$ cat src/rtl/tec_pkg.sv
package tec_pkg;

    parameter int unsigned WORD_W  = 32;
    parameter int unsigned TIME_W  = 2 * WORD_W;
    parameter int unsigned ADDR_W  = 3;
    parameter int unsigned EVT_W   = 5;
    parameter int unsigned NUM_AUX = 2;

    // Fixed cause positions shared by the event and control registers
    localparam int unsigned BIT_TGT  = 1;
    localparam int unsigned BIT_AUX0 = 2;
    localparam int unsigned BIT_PPS  = 4;

    localparam logic [EVT_W-1:0] CAUSE_MASK = 5'b11110;

    typedef enum logic [ADDR_W-1:0] {
        SEL_CTRL   = 3'd0,
        SEL_EVENT  = 3'd1,
        SEL_TGT_LO = 3'd2,
        SEL_TGT_HI = 3'd3,
        SEL_SLV_HI = 3'd4,
        SEL_SLV_LO = 3'd5,
        SEL_MST_HI = 3'd6,
        SEL_MST_LO = 3'd7
    } reg_sel_e;

    typedef struct packed {
        logic [EVT_W-1:0] set;
        logic [EVT_W-1:0] clr;
    } evt_upd_t;

    function automatic logic [EVT_W-1:0] cause_field(input logic [WORD_W-1:0] w);
        return w[EVT_W-1:0] & CAUSE_MASK;
    endfunction

    function automatic logic [WORD_W-1:0] pad_word(input logic [EVT_W-1:0] v);
        return {{(WORD_W-EVT_W){1'b0}}, v};
    endfunction

    // Upper snapshot word of channel ch sits at 4 + 2*ch, lower word one above
    function automatic logic [ADDR_W-1:0] snap_sel(input int unsigned ch, input bit upper);
        return ADDR_W'(4 + 2 * ch + (upper ? 0 : 1));
    endfunction

endpackage

$ cat src/rtl/tec_edge_sync.sv
module tec_edge_sync #(
    parameter int unsigned STAGES = 2
) (
    input  logic clk,
    input  logic rst,
    input  logic din,
    output logic rise
);
    logic [STAGES-1:0] sync_q;
    logic              last_q;

    always_ff @(posedge clk) begin
        if (rst) begin
            sync_q <= '0;
            last_q <= 1'b0;
        end else begin
            sync_q <= {sync_q[STAGES-2:0], din};
            last_q <= sync_q[STAGES-1];
        end
    end

    assign rise = sync_q[STAGES-1] & ~last_q;

endmodule

$ cat src/rtl/tec_snapshot.sv
module tec_snapshot #(
    parameter int unsigned TIME_W = 64,
    parameter int unsigned WORD_W = 32
) (
    input  logic              clk,
    input  logic              rst,
    input  logic              capture,
    input  logic [TIME_W-1:0] time_now,
    input  logic              rd_upper,
    output logic [TIME_W-1:0] snap,
    output logic [WORD_W-1:0] lo_hold
);
    always_ff @(posedge clk) begin
        if (rst) begin
            snap    <= '0;
            lo_hold <= '0;
        end else begin
            if (capture) begin
                snap <= time_now;
            end
            if (rd_upper) begin
                lo_hold <= snap[WORD_W-1:0];
            end
        end
    end

endmodule

$ cat src/rtl/tec_target_cmp.sv
module tec_target_cmp #(
    parameter int unsigned TIME_W = 64,
    parameter int unsigned WORD_W = 32
) (
    input  logic              clk,
    input  logic              rst,
    input  logic              wr_lo,
    input  logic              wr_hi,
    input  logic [WORD_W-1:0] wdata,
    input  logic [TIME_W-1:0] time_now,
    output logic [TIME_W-1:0] target,
    output logic              hit
);
    logic [WORD_W-1:0] stage_q;
    logic              armed_q;

    assign hit = armed_q && (time_now >= target);

    always_ff @(posedge clk) begin
        if (rst) begin
            stage_q <= '0;
            target  <= '1;
            armed_q <= 1'b0;
        end else begin
            if (wr_lo) begin
                stage_q <= wdata;
            end
            if (wr_hi) begin
                target  <= {wdata, stage_q};
                armed_q <= 1'b1;
            end else if (hit) begin
                armed_q <= 1'b0;
            end
        end
    end

endmodule

$ cat src/rtl/tec_event_reg.sv
module tec_event_reg
    import tec_pkg::*;
(
    input  logic             clk,
    input  logic             rst,
    input  evt_upd_t         upd,
    output logic [EVT_W-1:0] pending
);
    always_ff @(posedge clk) begin
        if (rst) begin
            pending <= '0;
        end else begin
            pending <= ((pending & ~upd.clr) | upd.set) & CAUSE_MASK;
        end
    end

endmodule

$ cat src/rtl/tec_capture_top.sv
module tec_capture_top
    import tec_pkg::*;
#(
    parameter int unsigned SYNC_STAGES = 2
) (
    input  logic               clk,
    input  logic               rst,
    input  logic [TIME_W-1:0]  time_now,
    input  logic [NUM_AUX-1:0] aux_trig,
    input  logic               pps_pulse,
    input  logic               wr_en,
    input  logic [ADDR_W-1:0]  wr_addr,
    input  logic [WORD_W-1:0]  wr_data,
    input  logic               rd_en,
    input  logic [ADDR_W-1:0]  rd_addr,
    output logic [WORD_W-1:0]  rd_data,
    output logic               irq
);
    logic [NUM_AUX-1:0]             aux_rise;
    logic [NUM_AUX-1:0]             rd_upper_sel;
    logic [NUM_AUX-1:0][TIME_W-1:0] aux_snap;
    logic [NUM_AUX-1:0][WORD_W-1:0] aux_lo_hold;
    logic [EVT_W-1:0]               mask_q;
    logic [EVT_W-1:0]               evt_q;
    logic [TIME_W-1:0]              target;
    logic                           tgt_hit;
    evt_upd_t                       upd;
    reg_sel_e                       wsel;
    reg_sel_e                       rsel;

    assign wsel = reg_sel_e'(wr_addr);
    assign rsel = reg_sel_e'(rd_addr);

    for (genvar g = 0; g < NUM_AUX; g++) begin : g_aux
        tec_edge_sync #(.STAGES(SYNC_STAGES)) u_sync (
            .clk  (clk),
            .rst  (rst),
            .din  (aux_trig[g]),
            .rise (aux_rise[g])
        );

        assign rd_upper_sel[g] = rd_en && (rd_addr == snap_sel(g, 1'b1));

        tec_snapshot #(.TIME_W(TIME_W), .WORD_W(WORD_W)) u_snap (
            .clk      (clk),
            .rst      (rst),
            .capture  (aux_rise[g]),
            .time_now (time_now),
            .rd_upper (rd_upper_sel[g]),
            .snap     (aux_snap[g]),
            .lo_hold  (aux_lo_hold[g])
        );
    end

    tec_target_cmp #(.TIME_W(TIME_W), .WORD_W(WORD_W)) u_tgt (
        .clk      (clk),
        .rst      (rst),
        .wr_lo    (wr_en && wsel == SEL_TGT_LO),
        .wr_hi    (wr_en && wsel == SEL_TGT_HI),
        .wdata    (wr_data),
        .time_now (time_now),
        .target   (target),
        .hit      (tgt_hit)
    );

    always_comb begin
        upd.set = '0;
        upd.set[BIT_TGT] = tgt_hit;
        for (int i = 0; i < NUM_AUX; i++) begin
            upd.set[BIT_AUX0 + i] = aux_rise[i];
        end
        upd.set[BIT_PPS] = pps_pulse;
        upd.clr = (wr_en && wsel == SEL_EVENT) ? cause_field(wr_data) : '0;
    end

    tec_event_reg u_evt (
        .clk     (clk),
        .rst     (rst),
        .upd     (upd),
        .pending (evt_q)
    );

    always_ff @(posedge clk) begin
        if (rst) begin
            mask_q <= '0;
        end else if (wr_en && wsel == SEL_CTRL) begin
            mask_q <= cause_field(wr_data);
        end
    end

    assign irq = |(evt_q & mask_q);

    always_comb begin
        case (rsel)
            SEL_CTRL:   rd_data = pad_word(mask_q);
            SEL_EVENT:  rd_data = pad_word(evt_q);
            SEL_TGT_LO: rd_data = target[WORD_W-1:0];
            SEL_TGT_HI: rd_data = target[TIME_W-1:WORD_W];
            SEL_SLV_HI: rd_data = aux_snap[0][TIME_W-1:WORD_W];
            SEL_SLV_LO: rd_data = aux_lo_hold[0];
            SEL_MST_HI: rd_data = aux_snap[1][TIME_W-1:WORD_W];
            SEL_MST_LO: rd_data = aux_lo_hold[1];
            default:    rd_data = '0;
        endcase
    end

endmodule

$ cat config.mk
export PLATFORM = sky130hd
export DESIGN_NAME = tec_capture_top
export DESIGN_NICKNAME = d
export VERILOG_FILES = /design/src/rtl/tec_pkg.sv /design/src/rtl/tec_edge_sync.sv /design/src/rtl/tec_snapshot.sv /design/src/rtl/tec_target_cmp.sv /design/src/rtl/tec_event_reg.sv /design/src/rtl/tec_capture_top.sv
export SDC_FILE = /design/constraint.sdc
export NUM_CORES = 1
export LEC_CHECK = 0
export BUFFER_PORTS_ARGS = -buffer_cell sky130_fd_sc_hd__buf_2
export CORE_UTILIZATION = 46
export DETAILED_ROUTE_END_ITERATION = 10
export GPL_TIMING_DRIVEN = 1
export HOLD_SLACK_MARGIN = 0.12
export SLEW_MARGIN = 20
export SYNTH_ARGS = -nofsm -noshare
export SYNTH_HDL_FRONTEND = slang
export SYNTH_SLANG_ARGS = --single-unit
$ cat constraint.sdc
create_clock -name clk -period 2.4 [get_ports clk]
set_input_delay 0.24 -clock clk [delete_from_list [all_inputs] [get_ports clk]]
set_output_delay 0.24 -clock clk [all_outputs]
set_load 0.02 [all_outputs]
Word-level counts from Yosys, hierarchy flattened
Index checks and enable logic that the tools add are counted.
{"block": "classes", "bitwise": 8, "n_eq_ne": 10, "n_div": 0, "mul": 0, "reduce_logical": 11, "add_sub_neg": 0, "shifts": 0, "n_lt_le_gt_ge": 1, "mux": 4}
{"op": "$pmux 32 s8", "n": 1}
{"op": "$ge 64x64->1", "n": 1}
{"op": "$eq 3x2->1 const B", "n": 4}
{"op": "$eq 3x3->1 const B", "n": 4}
{"op": "$and 5x5->5", "n": 2}
{"op": "$logic_and 1x1->1", "n": 7}
{"op": "$eq 3x1->1 const B", "n": 2}
{"op": "$logic_not 3->1", "n": 2}
{"op": "$mux 5", "n": 1}
{"op": "$not 5->5", "n": 1}
{"op": "$or 5x5->5", "n": 1}
{"op": "$reduce_or 5->1", "n": 1}
{"op": "$and 1x1->1", "n": 2}
{"op": "$mux 1", "n": 2}
{"op": "$not 1->1", "n": 2}
{"op": "$reduce_bool 2->1", "n": 1}
{"block": "totals", "in_bits": 109, "output_inout_bits": 33, "ramBits": 0, "word_cells": 48, "rom_bits": 0, "latchBits": 0, "register_bits": 304, "n_memories": 0}

Depth between registers and ports, before layout
Gate-level depths: netlist (run 1).
{"block": "depth", "ltp_word": 6, "depth_mapped": 9}

By module
From an unflattened synthesis (run 1), not the netlist that was laid out.
{"block": "unflattened", "cells_unflattened": 1430, "area_unflattened_um2": 14012.2}
{"mod": "tec_snapshot", "area_per_inst_um2": 3435.8, "instances": 2, "cells_per_inst": 310}
{"mod": "tec_target_cmp", "area_per_inst_um2": 4854.7, "instances": 1, "cells_per_inst": 539}
{"mod": "tec_capture_top", "area_per_inst_um2": 1959.4, "instances": 1, "cells_per_inst": 239}
{"mod": "tec_edge_sync", "area_per_inst_um2": 87.6, "instances": 2, "cells_per_inst": 7}
{"mod": "tec_event_reg", "area_per_inst_um2": 151.4, "instances": 1, "cells_per_inst": 18}

Least setup slack after synthesis (run 1)
OpenSTA, ideal clock, no wires.
{"block": "synth_timing", "path_type": "flip-flop to flip-flop", "start": "register u_tgt.target[14]", "end": "register u_evt.pending[1]", "period_less_slack_ns": 1.852, "setup_ns": 0.079, "path_slack_ns": 0.548, "arrival_time_ns": 1.773, "stages_incl_launch_ff": 9, "path_cell_list": "dfxtp_1 -> inv_1 -> ha_1 -> nand4_1 -> nor3_2 -> or4b_1 -> nand3_1 -> a311oi_1 -> a211oi_2"}
{"block": "synth_via", "elab_chain_cells": 3}
{"element": "from (decl)", "line": "tec_target_cmp.sv:11", "text": "output logic [TIME_W-1:0] target,"}
{"element": "from (signal assigned)", "line": "tec_target_cmp.sv:29", "text": "target <= {wdata, stage_q};"}
{"element": "$ge 64x64->1", "line": "tec_target_cmp.sv:17", "text": "assign hit = armed_q && (time_now >= target);"}
{"element": "$logic_and 1x1->1", "line": "tec_target_cmp.sv:17"}
{"element": "$or 5x5->5", "line": "tec_event_reg.sv:13", "text": "pending <= ((pending & ~upd.clr) | upd.set) & CAUSE_MASK;"}
{"element": "to (signal assigned)", "line": "tec_event_reg.sv:13"}
{"element": "to (decl)", "line": "tec_event_reg.sv:7", "text": "output logic [EVT_W-1:0] pending"}
No other way between the ends.
A chain may end at the register's enable or synchronous reset.

Worst setup path in the final report (run 1)
{"block": "layout_timing", "start": "input port time_now[41]", "end": "register u_evt.pending[1]"}
{"block": "layout_via", "elab_chain_cells": 3}
{"element": "from (decl)", "line": "tec_capture_top.sv:8", "text": "input logic [TIME_W-1:0] time_now,"}
{"element": "$ge 64x64->1", "line": "tec_target_cmp.sv:17"}
{"element": "$logic_and 1x1->1", "line": "tec_target_cmp.sv:17"}
{"element": "$or 5x5->5", "line": "tec_event_reg.sv:13"}
No other way between the ends.

==> results of run 1 <==
==> logic make-up after synthesis <==
kind of cell	after synthesis
compound gates	378
fa+ha+maj	64
buf+inv	186
flops	303
mux	11
simple gates	775
==> flip-flops by register name, summed over array words and instances (netlist names) <==
name                  flops
u_evt.pending             4
g_aux.u_snap.lo_hold     64
mask_q                    4
g_aux.u_sync.sync_q       4
g_aux.u_sync.last_q       2
u_tgt.armed_q             1
u_tgt.stage_q            32
u_tgt.target             64
g_aux.u_snap.snap       128
==> routing by layer <==
layer,track usage [%],vias up,wire length (µm)
met5,0,-,0
met4,6.77,0,707
met3,3.18,60,2520
met2,46.0,420,19000
met1,39.1,5956,19000
li1,-,6139,-
==> cell type report <==
class,instances,area (µm²),share of cell area [%]
multi-input cells,1228,6570,39.4
clock inverters,5,77.6,0.465
flip-flops and latches,303,6070,36.3
clock buffers,56,1110,6.63
repair buffers,278,2140,12.8
well taps,378,473,2.83
inverters,68,255,1.53
==> final timing paths <==
path	end	slack, ns	depth (start not counted)
min	mask_q[1]	0.19	4
min reg2reg	g_aux[1].u_sync.sync_q[1]	0.44	1
max reg2reg	u_evt.pending[1]	0.20	8
max	u_evt.pending[1]	0.15	9
==> timing repair <==
action,4_1_cts,5_1_grt
endpoints found under the setup margin,0,2
endpoints found under the hold margin,201,0
gates resized for setup,0,5
hold buffers,100,0
==> worst register-to-register path, cell delays in order, from the launching register on <==
cell and delay, ns:
dfxtp_1 0.35, inv_1 0.05, ha_1 0.28, a21oi_1 0.15, o21ai_0 0.14, a221oi_1 0.51, o31ai_1 0.17, a211oi_2 0.30
a211oi_2 0.10
==> layout by cell type, fill, tap and decap left out, types with 3 or more instances in the layout <==
master	n
and2_1	4
o21ai_0	12
buf_12	12
and4_1	7
nor2_2	4
dfxtp_1	303
mux2i_1	8
buf_2	140
nand2_1	606
mux4_2	3
clkbuf_8	12
nand4_1	8
inv_1	68
nor2_1	18
a22oi_1	86
nand3b_1	64
clkbuf_1	8
buf_4	25
clkbuf_16	37
a21oi_1	249
o22ai_1	3
a221oi_1	5
ha_1	64
nand3_1	35
and3_1	3
dlygate4sd3_1	100
nor2b_1	7
a21o_1	10
==> report_power, final <==
part | internal, mW | switching, mW | total [mW]
logic | 0.485 | 0.706 | 1.19
registers | 5.17 | 0.0825 | 5.25
clock network | 3.36 | 2.04 | 5.40
total | 9.02 | 2.83 | 11.8
==> reports/qor.csv, run 1 <==
metric,value,unit
result of the run,finished clean,
cell type of the slowest stage on the worst timing path,dlygate4sd3_1,
Area after DPL,14500,µm²
GRT overflow,0,
number of enable-type register cells in the synthesized netlist,0,
Hold Slack,0.188,ns
share of layout cells above drive strength 1,13.2,%
Area Growth Syn to Fin,25.5,%
final clock period utilization by the worst path,93.8,%
H-tree levels,2,
unrepaired setup endpoints after global routing,no,
number of global-route vias before repair,11631,
number of antenna violations at the first check in global routing,0,
Final nets,2087,
Leak,7.27,nW
Peak VDD IR,0.448,mV
number of sinks handled by clock tree synthesis,303,
Synthesized Nets,1890,
maximum clock insertion buffer count,3,
path category of the worst min-delay check,in2reg,
flip-flop cell with the highest count after synthesis,dfxtp_1,
Worst path max stage delay,0.55,ns
initial core utilization,47.4,%
CTS tree,done,
power per standard cell area,710,nW/µm²
dominant combinational cell family by area after synthesis,simple AND/OR/NAND/NOR gates,
endpoint class of the critical path,flip-flop,
Row Count,61,
total placed cells including tap cells,2155,
post-layout minimum cycle time,2.25,ns
WP buf/inv,2,
origin of the critical flop-to-flop path,u_tgt.target[41],
Die Outline Area,29600,µm²
Vert. Die Dim,172,µm
"Warnings, synthesis",0,
Post-Synthesis Mean Instance Area,7.75,µm²
Critical Path Start,time_now[41],
number of different library cells in the post-synthesis netlist,41,
post-DR vias/cell,5.43,
final core area utilization,59.4,%
Final Max Tran Viols,0,
Tot GR Track Use,28.0,%
DRC violations left,0,
Routed wire per std cell,17.8,µm
share of synthesized area occupied by flip-flops and latches,45.6,%
first-pass GRT wire length,64.0,mm
worst endpoint data arrival time,2.62,ns
highest net fanout along the worst path,3,
min setup slack post-route,0.149,ns
post-CTS setup buffer count,0,
total standard cell area after synthesis,13300,µm²
detailed router's first-iteration violation count,990,
most frequently used cell type in the post-synthesis netlist,nand2_1,
"Hold Vio Cnt, Final",0,
Mapped Cells,1717,
pin count of the biggest net entering global routing,80,
multiplexer share of the synthesized area,1.11,%
number of fillers in the final layout,2632,
top post-synthesis cells by count,"nand2_1 (606), dfxtp_1 (303), a21oi_1 (249)",
share of the synthesized netlist area taken by xor and xnor gates,0,%
number of clock buffers inserted by TritonCTS,35,
setup violators final,0,
library cell occupying the most area in the post-synthesis netlist,dfxtp_1,
# diodes,0,
post-route antenna net violation count,0,
horizontal die dimension,172,µm
global placement routability congestion,0.817,
cell at the root of the clock tree,clkbuf_16,
total negative slack for setup checks,0,ns
Synth top area share,45.6,%
Clock Latency Late Sink,0.50,ns
Detail Placement HPWL,25.6,mm
Compound-Gate Fraction of Synth Area,16.6,%
highest clock rate,0.444,GHz
hold wc startpoint,wr_addr[1],
"count of placed standard cells in the final layout, fillers left out",2316,
cell family contributing the most delay on the critical path,compound AO/OA/AOI/OAI gates,
final clock skew,0.00954,ns
asr flop ratio synth,0,%
total power of the final layout,11.8,mW
Clock transition at path regs,0.05,ns
fraction of the mapped netlist area in simple logic gates,25.2,%
via count of the routed design,12575,
"Design Area, Final",16700,µm²
number of buffers inserted by port buffering,141,
I/O pin cnt,142,
final routed wirelength across all metal layers,41.2,mm
cells traversed along the worst timing path,dlygate4sd3_1 > buf_2 > ha_1 > a21oi_1 > o21ai_0 > a221oi_1 > o31ai_1 > a211oi_2 > a211oi_2,
cell types occupying the most area after synthesis,"dfxtp_1 (46%), nand2_1 (17%), a21oi_1 (9.4%)",
"post-synthesis share of cell area spent on full adders, half adders and majority gates",6.02,%
nature of the critical path startpoint,input pin,
Worst Max-Slew Pin Slew,0.960,ns
synthesis-stage register bit count,303,
worst setup path class,in2reg,
max-cap violation count,0,
First-pass DRT Iterations,5,
cell occurring most often along the worst timing path,a211oi_2,
Placement Setup Slack,0.125,ns
CORE AREA,28100,µm²
WP data required,2.77,ns
headroom to the max-slew limit,36.0,%
(Power assumes the default switching activity.)
==> run 2, diff against run 1 <==
- BUFFER_PORTS_ARGS: -buffer_cell sky130_fd_sc_hd__buf_2 -> unset
- DONT_BUFFER_PORTS: unset -> 1
==> run 2 against run 1 <==
Compared with the run above:
- non-clock buffer count down 19
- clock power up 4.6%
- count of clock-buffer cells in the layout shrank 2
- utilization increased by 1.7 points
- clock skew grew 0.00067 ns
- first-iteration DRC count is 5.8% higher
- die area stayed put
- register-to-register slack about the same
- wire length grew 6.0%
- critical path depth fell by 1
- via count up 0.49%
==> reports/qor.csv, run 2 (same netlist as run 1, synthesis figures left out) <==
metric,value,unit
Tot GR Track Use,29.7,%
worst setup path class,reg2reg,
Detail Placement HPWL,25.8,mm
highest clock rate,0.454,GHz
worst endpoint data arrival time,2.58,ns
WP data required,2.77,ns
Worst path max stage delay,0.47,ns
Peak VDD IR,0.560,mV
result of the run,finished clean,
Vert. Die Dim,172,µm
Clock Latency Late Sink,0.52,ns
nature of the critical path startpoint,flip-flop,
Area Growth Syn to Fin,29.2,%
"Hold Vio Cnt, Final",0,
power per standard cell area,693,nW/µm²
maximum clock insertion buffer count,3,
number of buffers inserted by port buffering,0,
cell type of the slowest stage on the worst timing path,a221oi_1,
CORE AREA,28100,µm²
GRT overflow,0,
cell at the root of the clock tree,clkbuf_16,
Clock transition at path regs,0.06,ns
hold wc startpoint,wr_data[1],
total negative slack for setup checks,0,ns
number of global-route vias before repair,12418,
endpoint class of the critical path,flip-flop,
post-route antenna net violation count,0,
via count of the routed design,12636,
largest registers in the final layout,"g_aux.u_snap.snap: 128 flops, g_aux.u_snap.lo_hold: 64 flops, u_tgt.target: 64 flops",
post-DR vias/cell,5.50,
count of cells along the worst register-to-register path,8,
endpoint of the worst hold-timing path,u_evt.pending[1],
setup violators final,0,
post-CTS setup buffer count,0,
horizontal die dimension,172,µm
Final nets,2068,
I/O pin cnt,142,
"commonest cells after routing, fill and taps aside","nand2_1 (606), dfxtp_1 (303), a21oi_1 (249), dlygate4sd3_1 (220), a22oi_1 (86)",
number of antenna violations at the first check in global routing,0,
final routed wirelength across all metal layers,43.6,mm
path category of the worst min-delay check,in2reg,
First-pass DRT Iterations,5,
Sw Ratio,23.4,%
number of fillers in the final layout,2627,
Row Count,61,
Leak,7.61,nW
power share of the sequential group,44.1,%
number of sinks handled by clock tree synthesis,303,
Die Outline Area,29600,µm²
final core area utilization,61.2,%
clock group share of total power,47.5,%
global placement routability congestion,0.854,
portion of total power attributed to combinational logic,8.4,%
origin of the critical flop-to-flop path,u_tgt.target[9],
detailed router's first-iteration violation count,1047,
initial core utilization,47.4,%
unrepaired setup endpoints after global routing,no,
CTS tree,done,
# diodes,0,
share of layout cells above drive strength 1,5.99,%
post-layout minimum cycle time,2.20,ns
P_sw,2.79,mW
Hold Slack,0.180,ns
Routed wire per std cell,19.0,µm
H-tree levels,2,
DRC violations left,0,
RR Endpoint,u_evt.pending[1],
final clock skew,0.0102,ns
number of clock buffers inserted by TritonCTS,35,
minimum setup slack among reg-to-reg paths,0.20,ns
headroom to the max-slew limit,40.3,%
final clock period utilization by the worst path,91.8,%
first-pass GRT wire length,67.7,mm
highest net fanout along the worst path,3,
"most common cell after layout, fill and taps aside",nand2_1,
Worst Max-Slew Pin Slew,0.895,ns
worst hold path cell count,3,
max-cap violation count,0,
register with the most flip-flops,g_aux.u_snap.snap,
pin count of the biggest net entering global routing,159,
cells traversed along the worst timing path,inv_1 > ha_1 > a21oi_1 > o21ai_0 > a221oi_1 > nand3_1 > a311oi_1 > a211oi_2,
max FFs per register,128,
Final Max Tran Viols,0,
internal portion of total power,9.11,mW
-- run 2: how the worst max path moves through the flow --
stage,start,endpoint,slack [ns]
floorplan,u_tgt.target[14],u_evt.pending[1],0.55
global placement,u_tgt.target[9],u_evt.pending[1],0.28
detailed placement,u_tgt.target[9],u_evt.pending[1],0.23
CTS,u_tgt.target[9],u_evt.pending[1],0.20
global route,u_tgt.target[9],u_evt.pending[1],0.004
finish,u_tgt.target[9],u_evt.pending[1],0.20
-- run 2: routing by layer --
metal | vias to the layer above | routed length (µm) | global-route usage, %
li1 | 6111 | - | -
met3 | 70 | 3210 | 5.75
met4 | 0 | 1020 | 8.77
met1 | 6065 | 19100 | 38.3
met2 | 390 | 20300 | 50.0
met5 | - | 0 | 0
-- run 2: timing repair --
| item | 4_1_cts | 5_1_grt |
|---|---|---|
| endpoints found under the hold margin | 303 | 0 |
| resized for setup | 0 | 1 |
| hold buffers | 221 | 0 |
| endpoints found under the setup margin | 0 | 1 |
-- run 2: area by class of cell --
| type | count | area [µm²] | share of cell area (%) |
|---|---|---|---|
| inverter | 68 | 255 | 1.49 |
| tap | 378 | 473 | 2.75 |
| clock inverter | 9 | 145 | 0.845 |
| timing repair buffer | 259 | 2600 | 15.2 |
| multi-input combinational | 1228 | 6560 | 38.2 |
| sequential | 303 | 6070 | 35.3 |
| clock buffer | 54 | 1080 | 6.29 |
-- run 2: through the flow --
step	total power, mW	setup WS (ns)	instances	area, µm²
floorplan	5.94	0.548	1717	13300
global placement	6.10	0.276	2015	13700
global route	12.3	0.00438	2299	17200
finish	11.9	0.196	2299	17200
detailed placement	6.11	0.230	2015	13700
CTS	11.9	0.197	2299	17200
-- run 2: power by group through the flow --
stage	clock, mW	sequential [mW]	combinational [mW]
finish	5.65	5.25	0.994
global route	5.92	5.26	1.09
CTS	5.72	5.25	0.982
detailed placement	0	5.36	0.755
global placement	0	5.35	0.743
floorplan	0	5.33	0.610
-- run 2: critical path: cells and delay by family (launching register included) --
| kind | cells | cell delay [ns] |
|---|---|---|
| AO/OA/AOI/OAI | 5 | 1.22 |
| flip-flops | 1 | 0.35 |
| adder cells (fa/ha/maj) | 1 | 0.28 |
| buffers and inverters | 1 | 0.05 |
| AND/OR/NAND/NOR | 1 | 0.17 |
==> run 3, diff against run 2 <==
- PLACE_DENSITY: unset -> 0.72
==> run 3 against run 2 <==
Compared with the run above:
- sequential power about the same
- global-route usage fell by 0.39 points
- largest power group is now registers
- fmax is 0.19% lower
- highest routed layer unchanged
- sequential share of layout area up 0.45 points
- wire length up 0.36%
- first-iteration DRC count up 8.2%
==> reports/qor.csv, run 3 (same netlist as run 1, synthesis figures left out) <==
metric,value,unit
top routing layer in use,met4,
Detail Placement HPWL,25.1,mm
path category of the worst min-delay check,in2reg,
cell type of the slowest stage on the worst timing path,a221oi_1,
Placement Setup Slack,0.238,ns
number of global-route vias before repair,12621,
GRT overflow,0,
horizontal die dimension,172,µm
"Design Area, Final",17000,µm²
met3 wire length,3.81,mm
post-layout minimum cycle time,2.21,ns
number of buffers inserted by port buffering,0,
cell occurring most often along the worst timing path,a211oi_2,
final core area utilization,60.4,%
max FFs per register,128,
via count of the routed design,12933,
total placed cells including tap cells,2006,
first-pass GRT wire length,67.6,mm
Routed wire per std cell,19.2,µm
power per standard cell area,667,nW/µm²
pin count of the biggest net entering global routing,159,
setup violators final,0,
First-pass DRT Iterations,5,
max-cap violation count,0,
Clock transition at path regs,0.07,ns
post-CTS setup buffer count,0,
Area after DPL,13600,µm²
nature of the critical path startpoint,flip-flop,
cells traversed along the worst timing path,inv_1 > ha_1 > a21oi_1 > o21ai_0 > a221oi_1 > o31ai_1 > a211oi_2 > a211oi_2,
highest clock rate,0.453,GHz
Area Growth Syn to Fin,27.5,%
Die Outline Area,29600,µm²
min setup slack post-route,0.192,ns
area of combinational cells with multiple inputs,6550,µm²
sequential cell area,6070,µm²
"commonest cells after routing, fill and taps aside","nand2_1 (606), dfxtp_1 (303), a21oi_1 (249), dlygate4sd3_1 (221), a22oi_1 (86)",
DRC violations left,0,
total negative slack for setup checks,0,ns
"most common cell after layout, fill and taps aside",nand2_1,
Vert. Die Dim,172,µm
largest registers in the final layout,"g_aux.u_snap.snap: 128 flops, g_aux.u_snap.lo_hold: 64 flops, u_tgt.target: 64 flops",
share of layout cells above drive strength 1,5.56,%
total power of the final layout,11.3,mW
unrepaired setup endpoints after global routing,no,
Peak VDD IR,0.498,mV
WP buf/inv,1,
count of instances resized after the clock tree is built,0,
Leak,7.47,nW
post-route antenna net violation count,0,
final clock skew,0.00997,ns
final clock period utilization by the worst path,92.0,%
"Hold Vio Cnt, Final",0,
I/O pin cnt,142,
minimum setup slack among reg-to-reg paths,0.19,ns
headroom to the max-slew limit,42.5,%
register with the most flip-flops,g_aux.u_snap.snap,
Hold Slack,0.166,ns
number of fillers in the final layout,2523,
cell at the root of the clock tree,clkbuf_16,
WP data required,2.84,ns
Row Count,61,
initial core utilization,47.4,%
cell family contributing the most delay on the critical path,compound AO/OA/AOI/OAI gates,
number of clock buffers inserted by TritonCTS,31,
H-tree levels,1,
Final Max Tran Viols,0,
met1 routed wirelength after detailed routing,18.0,mm
highest net fanout along the worst path,3,
detailed router's first-iteration violation count,1133,
post-DR vias/cell,5.66,
Routed met2 length,20.7,mm
final routed wirelength across all metal layers,43.8,mm
number of sinks handled by clock tree synthesis,303,
"count of placed standard cells in the final layout, fillers left out",2286,
maximum clock insertion buffer count,3,
Clock Latency Late Sink,0.57,ns
Tot GR Track Use,29.3,%
global placement routability congestion,0.891,
Worst Max-Slew Pin Slew,0.863,ns
endpoint class of the critical path,flip-flop,
CORE AREA,28100,µm²
Final nets,2056,
number of antenna violations at the first check in global routing,1,
worst endpoint data arrival time,2.64,ns
worst setup path class,reg2reg,
result of the run,finished clean,
CTS tree,done,
Worst path max stage delay,0.47,ns
## run 3: worst min-delay path, cell delays in order
cell     delay [ns]
nor2b_1        0.06
nand2_1        0.07
nor2_1         0.10
nand2_1        0.09
a21oi_1        0.06
nor2_1         0.07
## run 3: what timing repair did
item,4_1_cts,5_1_grt
setup endpoints to repair,0,0
hold buffers,222,0
hold endpoints to repair,303,0
## run 3: area by class of cell
type	instances	share of cell area (%)
Clock inverter	10	0.627
Tap cell	378	2.79
Timing Repair Buffer	251	14.9
Multi-Input combinational cell	1228	38.6
Inverter	68	1.50
Clock buffer	47	5.75
Sequential cell	303	35.8
Antenna cell	1	0.0148
## run 3: worst paths after layout
kind | start | endpoint | cells after the start
worst min register to register | g_aux[1].u_snap.snap[31] | g_aux[1].u_snap.lo_hold[31] | 2
worst max register to register | u_tgt.target[43] | u_evt.pending[1] | 8
worst min-delay path | wr_addr[2] | u_evt.pending[3] | 6
worst max-delay path | u_tgt.target[43] | u_evt.pending[1] | 8
## run 3: where the power goes
part	internal (mW)	leakage, nW	switching (mW)	total (mW)
clock	3.00	0.541	2.07	5.07
sequential	5.17	2.46	0.0851	5.25
combinational	0.418	4.47	0.576	0.994
total	8.58	7.47	2.74	11.3
## run 3: layer usage
| metal | up-vias | track usage [%] |
|---|---|---|
| met5 | - | 0 |
| met4 | 0 | 10.2 |
| met3 | 88 | 5.70 |
| met2 | 516 | 49.5 |
| met1 | 6238 | 37.1 |
| li1 | 6091 | - |
